$ cat src/rtl/cof_pkg.sv
package cof_pkg;
   typedef enum logic {
      TICK_PERIOD = 1'b0,
      TICK_STROBE = 1'b1
   } tick_src_e;
endpackage

$ cat src/rtl/cof_sync.sv
module cof_sync #(
   parameter int STAGES = 2
) (
   input  logic clk,
   input  logic rst_n,
   input  logic d_i,
   output logic q_o
);
   logic [STAGES-1:0] chain_q;

   for (genvar i = 0; i < STAGES; i++) begin : g_stage
      if (i == 0) begin : g_first
         always_ff @(posedge clk or negedge rst_n) begin
            if (!rst_n) chain_q[0] <= 1'b0;
            else        chain_q[0] <= d_i;
         end
      end else begin : g_rest
         always_ff @(posedge clk or negedge rst_n) begin
            if (!rst_n) chain_q[i] <= 1'b0;
            else        chain_q[i] <= chain_q[i-1];
         end
      end
   end

   assign q_o = chain_q[STAGES-1];
endmodule

$ cat src/rtl/cof_tick_gen.sv
module cof_tick_gen
   import cof_pkg::*;
#(
   parameter int PER_W = 8
) (
   input  logic             clk,
   input  logic             rst_n,
   input  tick_src_e        src_i,
   input  logic [PER_W-1:0] period_i,
   input  logic             strobe_i,
   input  logic             restart_i,
   output logic             tick_o
);
   localparam logic [PER_W-1:0] ONE = PER_W'(1);

   logic [PER_W-1:0] per_q;
   logic             strobe_q;
   logic             per_end;
   logic             period_tick;
   logic             strobe_tick;

   assign per_end     = (period_i != '0) && (per_q >= period_i - ONE);
   assign period_tick = (src_i == TICK_PERIOD) && per_end && !restart_i;
   assign strobe_tick = (src_i == TICK_STROBE) && strobe_i && !strobe_q && !restart_i;
   assign tick_o      = period_tick || strobe_tick;

   always_ff @(posedge clk or negedge rst_n) begin
      if (!rst_n) begin
         per_q    <= '0;
         strobe_q <= 1'b0;
      end else begin
         strobe_q <= strobe_i;
         if (restart_i || (src_i == TICK_STROBE) || (period_i == '0) || per_end)
            per_q <= '0;
         else
            per_q <= per_q + ONE;
      end
   end

   // with a period above one, two ticks never come back to back
   a_r5_tick_spacing: assert property (@(posedge clk) disable iff (!rst_n)
      (tick_o && src_i == TICK_PERIOD && period_i > ONE) |=> !tick_o);

   // a strobe held high yields a single tick
   a_r6_single_edge: assert property (@(posedge clk) disable iff (!rst_n)
      (tick_o && src_i == TICK_STROBE) |=> !tick_o);
endmodule

$ cat src/rtl/cof_agree.sv
module cof_agree #(
   parameter int CNT_W = 3
) (
   input  logic             clk,
   input  logic             rst_n,
   input  logic             clear_i,
   input  logic             clear_val_i,
   input  logic             restart_i,
   input  logic             tick_i,
   input  logic             sample_i,
   input  logic [CNT_W-1:0] need_i,
   output logic             held_o
);
   localparam logic [CNT_W-1:0] RUN_MAX = {CNT_W{1'b1}};
   localparam logic [CNT_W-1:0] RUN_ONE = CNT_W'(1);

   logic [CNT_W-1:0] run_q;
   logic [CNT_W-1:0] run_nxt;
   logic             last_q;
   logic             held_q;
   logic             accept;

   always_comb begin
      if ((run_q != '0) && (sample_i == last_q))
         run_nxt = (run_q == RUN_MAX) ? RUN_MAX : run_q + RUN_ONE;
      else
         run_nxt = RUN_ONE;
   end

   assign accept = (need_i != '0) && (run_nxt >= need_i);

   always_ff @(posedge clk or negedge rst_n) begin
      if (!rst_n) begin
         run_q  <= '0;
         last_q <= 1'b0;
         held_q <= 1'b0;
      end else if (clear_i) begin
         run_q  <= '0;
         last_q <= 1'b0;
         held_q <= clear_val_i;
      end else if (restart_i) begin
         run_q  <= '0;
      end else if (tick_i) begin
         run_q  <= run_nxt;
         last_q <= sample_i;
         if (accept) held_q <= sample_i;
      end
   end

   assign held_o = held_q;

   // the stored level moves only on a sampling instant or a clear
   a_r1_hold_between_ticks: assert property (@(posedge clk) disable iff (!rst_n)
      (!$past(clear_i) && !$past(tick_i)) |-> $stable(held_q));

   // disabling resets the stored level to the invert setting
   a_r8_clear_level: assert property (@(posedge clk) disable iff (!rst_n)
      clear_i |=> (held_q == $past(clear_val_i)) && (run_q == '0));

   // a differing sample restarts the run at one
   a_r9_mismatch_restart: assert property (@(posedge clk) disable iff (!rst_n)
      (tick_i && !clear_i && !restart_i && run_q != '0 && sample_i != last_q)
      |=> run_q == RUN_ONE);
endmodule

$ cat src/rtl/cmp_out_filter.sv
module cmp_out_filter
   import cof_pkg::*;
#(
   parameter int SYNC_STAGES = 2,
   parameter int CNT_W       = 3,
   parameter int PER_W       = 8
) (
   input  logic             clk,
   input  logic             rst_n,
   input  logic             en_i,
   input  logic             inv_i,
   input  logic             ext_sample_i,
   input  logic [CNT_W-1:0] cnt_i,
   input  logic [PER_W-1:0] period_i,
   input  logic             cmp_raw_i,
   input  logic             strobe_i,
   output logic             filt_o,
   output logic             unfilt_o
);
   localparam int CFG_W = 1 + CNT_W + PER_W;

   if (SYNC_STAGES < 2) begin : g_bad_sync
      $error("cmp_out_filter: SYNC_STAGES must be at least 2");
   end
   if (CNT_W < 1 || CNT_W > 8) begin : g_bad_cnt
      $error("cmp_out_filter: CNT_W out of range");
   end
   if (PER_W < 1) begin : g_bad_per
      $error("cmp_out_filter: PER_W must be positive");
   end

   tick_src_e        src;
   logic             raw_s;
   logic             tick;
   logic             held;
   logic             restart;
   logic [CFG_W-1:0] cfg_now;
   logic [CFG_W-1:0] cfg_q;

   assign src     = tick_src_e'(ext_sample_i);
   assign cfg_now = {ext_sample_i, cnt_i, period_i};
   assign restart = (cfg_now != cfg_q) || !en_i;

   always_ff @(posedge clk or negedge rst_n) begin
      if (!rst_n) cfg_q <= '0;
      else        cfg_q <= cfg_now;
   end

   cof_sync #(.STAGES(SYNC_STAGES)) u_sync (
      .clk   (clk),
      .rst_n (rst_n),
      .d_i   (cmp_raw_i),
      .q_o   (raw_s)
   );

   assign unfilt_o = en_i ? (raw_s ^ inv_i) : inv_i;

   cof_tick_gen #(.PER_W(PER_W)) u_tick (
      .clk       (clk),
      .rst_n     (rst_n),
      .src_i     (src),
      .period_i  (period_i),
      .strobe_i  (strobe_i),
      .restart_i (restart),
      .tick_o    (tick)
   );

   cof_agree #(.CNT_W(CNT_W)) u_agree (
      .clk         (clk),
      .rst_n       (rst_n),
      .clear_i     (!en_i),
      .clear_val_i (inv_i),
      .restart_i   (restart),
      .tick_i      (tick),
      .sample_i    (unfilt_o),
      .need_i      (cnt_i),
      .held_o      (held)
   );

   always_comb begin
      if (!en_i)
         filt_o = inv_i;
      else if (cnt_i == '0)
         filt_o = (src == TICK_STROBE) ? 1'b0 : unfilt_o;
      else if ((src == TICK_PERIOD) && (period_i == '0))
         filt_o = unfilt_o;
      else
         filt_o = held;
   end

   // a settings change leaves the stored level untouched
   a_r10_hold_on_restart: assert property (@(posedge clk) disable iff (!rst_n)
      (en_i && cfg_now != cfg_q) |=> $stable(held));
endmodule

$ cat config.mk
export PLATFORM = sky130hd
export DESIGN_NAME = cmp_out_filter
export DESIGN_NICKNAME = d
export VERILOG_FILES = /design/src/rtl/cof_pkg.sv /design/src/rtl/cof_sync.sv /design/src/rtl/cof_tick_gen.sv /design/src/rtl/cof_agree.sv /design/src/rtl/cmp_out_filter.sv
export SDC_FILE = /design/constraint.sdc
export NUM_CORES = 1
export LEC_CHECK = 0
export CORE_AREA = 2 2 78 50
export DETAILED_ROUTE_END_ITERATION = 8
export DIE_AREA = 0 0 80 52
export PLACE_DENSITY = 0.72
export SLEW_MARGIN = 10
export SYNTH_ARGS = -nofsm -noshare
export SYNTH_HDL_FRONTEND = slang
export SYNTH_SLANG_ARGS = --single-unit
$ cat constraint.sdc
create_clock -name clk -period 5.55 [get_ports clk]
set_input_delay 1.11 -clock clk [delete_from_list [all_inputs] [get_ports clk]]
set_output_delay 1.11 -clock clk [all_outputs]
set_load 0.005 [all_outputs]
==> impl_metrics.env <==
export IMPL_status="complete, no violations"
export IMPL_synthTopCellsByArea="dfrtp_1 (42%), ha_1 (12%), xnor2_1 (9.5%)"
export IMPL_dieArea_sq_um=4160
export IMPL_rows=17
export IMPL_yosysSeqAreaShare_pct=42.01
export IMPL_overflow=0
export IMPL_yosysWarnings=0
export IMPL_irDropWorstVdd_mv=0.1305
export IMPL_cts_tree="yes"
export IMPL_cts_root_buffer="clkbuf_8"
export IMPL_totalNegativeSetupSlack_ps=0
export IMPL_cts_buffer_depth=2
export IMPL_diodes=0
export IMPL_start_util_pct=47.81
export IMPL_syn_nets=200
export IMPL_drive_above_1_share_pct=4.278
export IMPL_hp_class="reg -> reg"
export IMPL_yosysUniqueCellTypes=37
export IMPL_power_frac_seq_pct=48.7
export IMPL_finalHoldViolCount=0
export IMPL_drt_iter0_drc=71
export IMPL_synth_top_flop_cell="dfrtp_1"
export IMPL_rsz0062_at_grt="false"
export IMPL_crit_fanout=6
export IMPL_remaining_drc_errors=0
export IMPL_die_w_um=80
export IMPL_core_sq_um=3488
export IMPL_cts_max_level=1
export IMPL_grt_first_pass_wirelength_mm=5.575
export IMPL_hold_start="u_sync.chain_q[0]"
export IMPL_holdPathEnd="u_sync.q_o"
export IMPL_hpwl_mm=2.525
export IMPL_grt_pass1_vias=1197
export IMPL_power_density_nw_per_um2=221.2
export IMPL_clkLatencyLatePin_ps=280
export IMPL_r2r_slack_ps=3040
export IMPL_yosysTopAreaCellShare_pct=42.01
export IMPL_cp_end_kind="output port"
export IMPL_required_ps=4440
export IMPL_whs_ps=353.8
export IMPL_worst_slew_pin_slew_ps=591.1
export IMPL_fin_crit_sh_pct=79.27
export IMPL_drt_wl_total_mm=3.264
export IMPL_first_pass_iters=4
export IMPL_synthTopCellsByCount="dfrtp_1 (28), xnor2_1 (18), ha_1 (16)"
export IMPL_async_flop_share_pct=100.0
export IMPL_critPathArrivalTime_ps=3290
export IMPL_critical_path_class="in -> out"
export IMPL_synth_top_area_cell="dfrtp_1"
export IMPL_start_kind="primary input"
export IMPL_ys_ff_latch=28
export IMPL_syn2layout_area_growth_pct=18.45
export IMPL_final_fill_count=305
export IMPL_p_sw_uw=97.95
export IMPL_antenna_found_initial=0
export IMPL_grt_use_total_pct=17.60
export IMPL_slew_headroom_pct=59.58
export IMPL_avgSynthCellArea_sq_um=10.05
export IMPL_yosys_cell_count_top_type="dfrtp_1"
export IMPL_vias=1243
export IMPL_via_per_inst=5.312
export IMPL_clock_sinks=28
export IMPL_r2r_end="u_tick.per_q[7]"
export IMPL_synth_edf_count=0
export IMPL_clkPwrFrac_pct=36.7
export IMPL_cts_made_buffers=3
export IMPL_r2r_cells=7
export IMPL_leakage_nw=0.8638
export IMPL_p_comb_share_pct=14.6
export IMPL_p_int_uw=339.0
export IMPL_period_minus_slack_ps=4400
export IMPL_cap_violations=0
export IMPL_power_switching_share_pct=22.42
export IMPL_drv_slew=0
export IMPL_die_h_um=52
export IMPL_worstReg2RegStart="u_tick.per_q[0]"
export IMPL_setup_viol=0
export IMPL_nets=222
export IMPL_clkTransAtPathRegs_ps=90
export IMPL_grt_max_degree=29
export IMPL_synth_cells=166
export IMPL_fmax_ghz=0.2273
export IMPL_min_delay_path_depth=0
export IMPL_finClkSkew_ps=14.46
export IMPL_drtAntennaViolNets=0
export IMPL_gp_congestion=0.8215
export IMPL_wl_per_cell_um=13.95
export IMPL_cts_hold_buffers=0
export IMPL_synthesis_area_sq_um=1668
export IMPL_ioPinCount=20
export IMPL_ctsResizeCount=0
export IMPL_io_buffers=19
export IMPL_cts_setup_buffers=0
-- per-stage QoR --
stage / setup slack [ps] / utilization [%] / instance area, sq um / power, mW / std cells
2_1_floorplan: 2178 / - / 1668 / 0.2480 / 166
3_3_place_gp: 1127 / 54.59 / 1904 / 0.2792 / 230
3_5_place_dp: 1145 / 54.59 / 1904 / 0.2807 / 230
4_1_cts: 1141 / 56.64 / 1976 / 0.4421 / 234
5_1_grt: 1020 / 56.64 / 1976 / 0.4589 / 234
6_report: 1150 / 56.64 / 1976 / 0.4369 / 234
-- layout make-up --
| class | count | area, sq um | area share, % |
|---|---|---|---|
| clock buffers | 3 | 41.29 | 2.090 |
| clock inverters | 1 | 30.03 | 1.520 |
| inverters | 10 | 37.54 | 1.900 |
| multi-input cells | 125 | 909.6 | 46.04 |
| flip-flops and latches | 28 | 700.7 | 35.47 |
| well taps | 47 | 58.81 | 2.977 |
| repair buffers | 20 | 197.7 | 10.01 |
-- state kept, by name (all words and copies together) (netlist names) --
name and count:
u_sync.q_o 1, u_agree.last_q 1, u_sync.chain_q 1, u_agree.run_q 3, u_tick.per_q 8, cfg_q 12
u_agree.held_o 1, u_tick.strobe_q 1
-- cell usage in the layout, fill, tap and decap left out, types with 2 or more instances in the layout --
| cell type | instances |
|---|---|
| o211ai_1 | 2 |
| nor2_1 | 15 |
| ha_1 | 16 |
| o21ai_0 | 6 |
| nor3_1 | 3 |
| a31oi_1 | 3 |
| nor2b_1 | 2 |
| a21oi_1 | 5 |
| nand4_1 | 3 |
| xor2_1 | 7 |
| clkdlybuf4s50_1 | 19 |
| nand3_1 | 9 |
| o21a_1 | 2 |
| dfrtp_1 | 28 |
| clkbuf_8 | 3 |
| xnor2_1 | 18 |
| nand2b_1 | 4 |
| a21o_1 | 3 |
| nand2_1 | 10 |
| inv_1 | 10 |
| and3_1 | 2 |
-- power groups by stage --
stage	sequential, mW	clock (mW)	combinational [mW]
floorplan	0.216	0	0.0317
global placement	0.217	0	0.0626
detailed placement	0.217	0	0.0638
CTS	0.213	0.165	0.0645
global route	0.213	0.174	0.0712
finish	0.213	0.161	0.0637
-- kinds of logic after synthesis --
kind of cell	share of synthesized area, %
flip-flops	42.01
AND/OR/NAND/NOR	15.98
XOR/XNOR	14.48
adder cells (fa/ha/maj)	12.00
AO/OA/AOI/OAI	11.48
buffers and inverters	3.451
multiplexers	0.6002
-- critical path: stages --
cell	delay, ps
clkdlybuf4s50_1	530
nor4_1	490
nand3_1	250
nand2_1	110
nand3b_1	80
a31oi_1	180
clkdlybuf4s50_1	520
-- worst max-delay path by stage --
stage / start / to / slack [ps] / depth (start not counted)
after floorplan: period_i[2] / u_tick.per_q[2] / 2180 / 10
after global placement: period_i[2] / filt_o / 1130 / 7
after detailed placement: period_i[2] / filt_o / 1150 / 7
after CTS: period_i[2] / filt_o / 1140 / 7
after global routing: period_i[2] / filt_o / 1020 / 7
final: period_i[2] / filt_o / 1150 / 7
-- layer usage --
metal  up-vias  track usage, %  wire length (um)
met5         -               0                 0
met4         0           3.107                26
met3         4           4.514               157
met2        29           26.94              1340
met1       594           25.52              1739
li1        616               -                 -
Note: power is estimated with default switching activity, not from simulation.
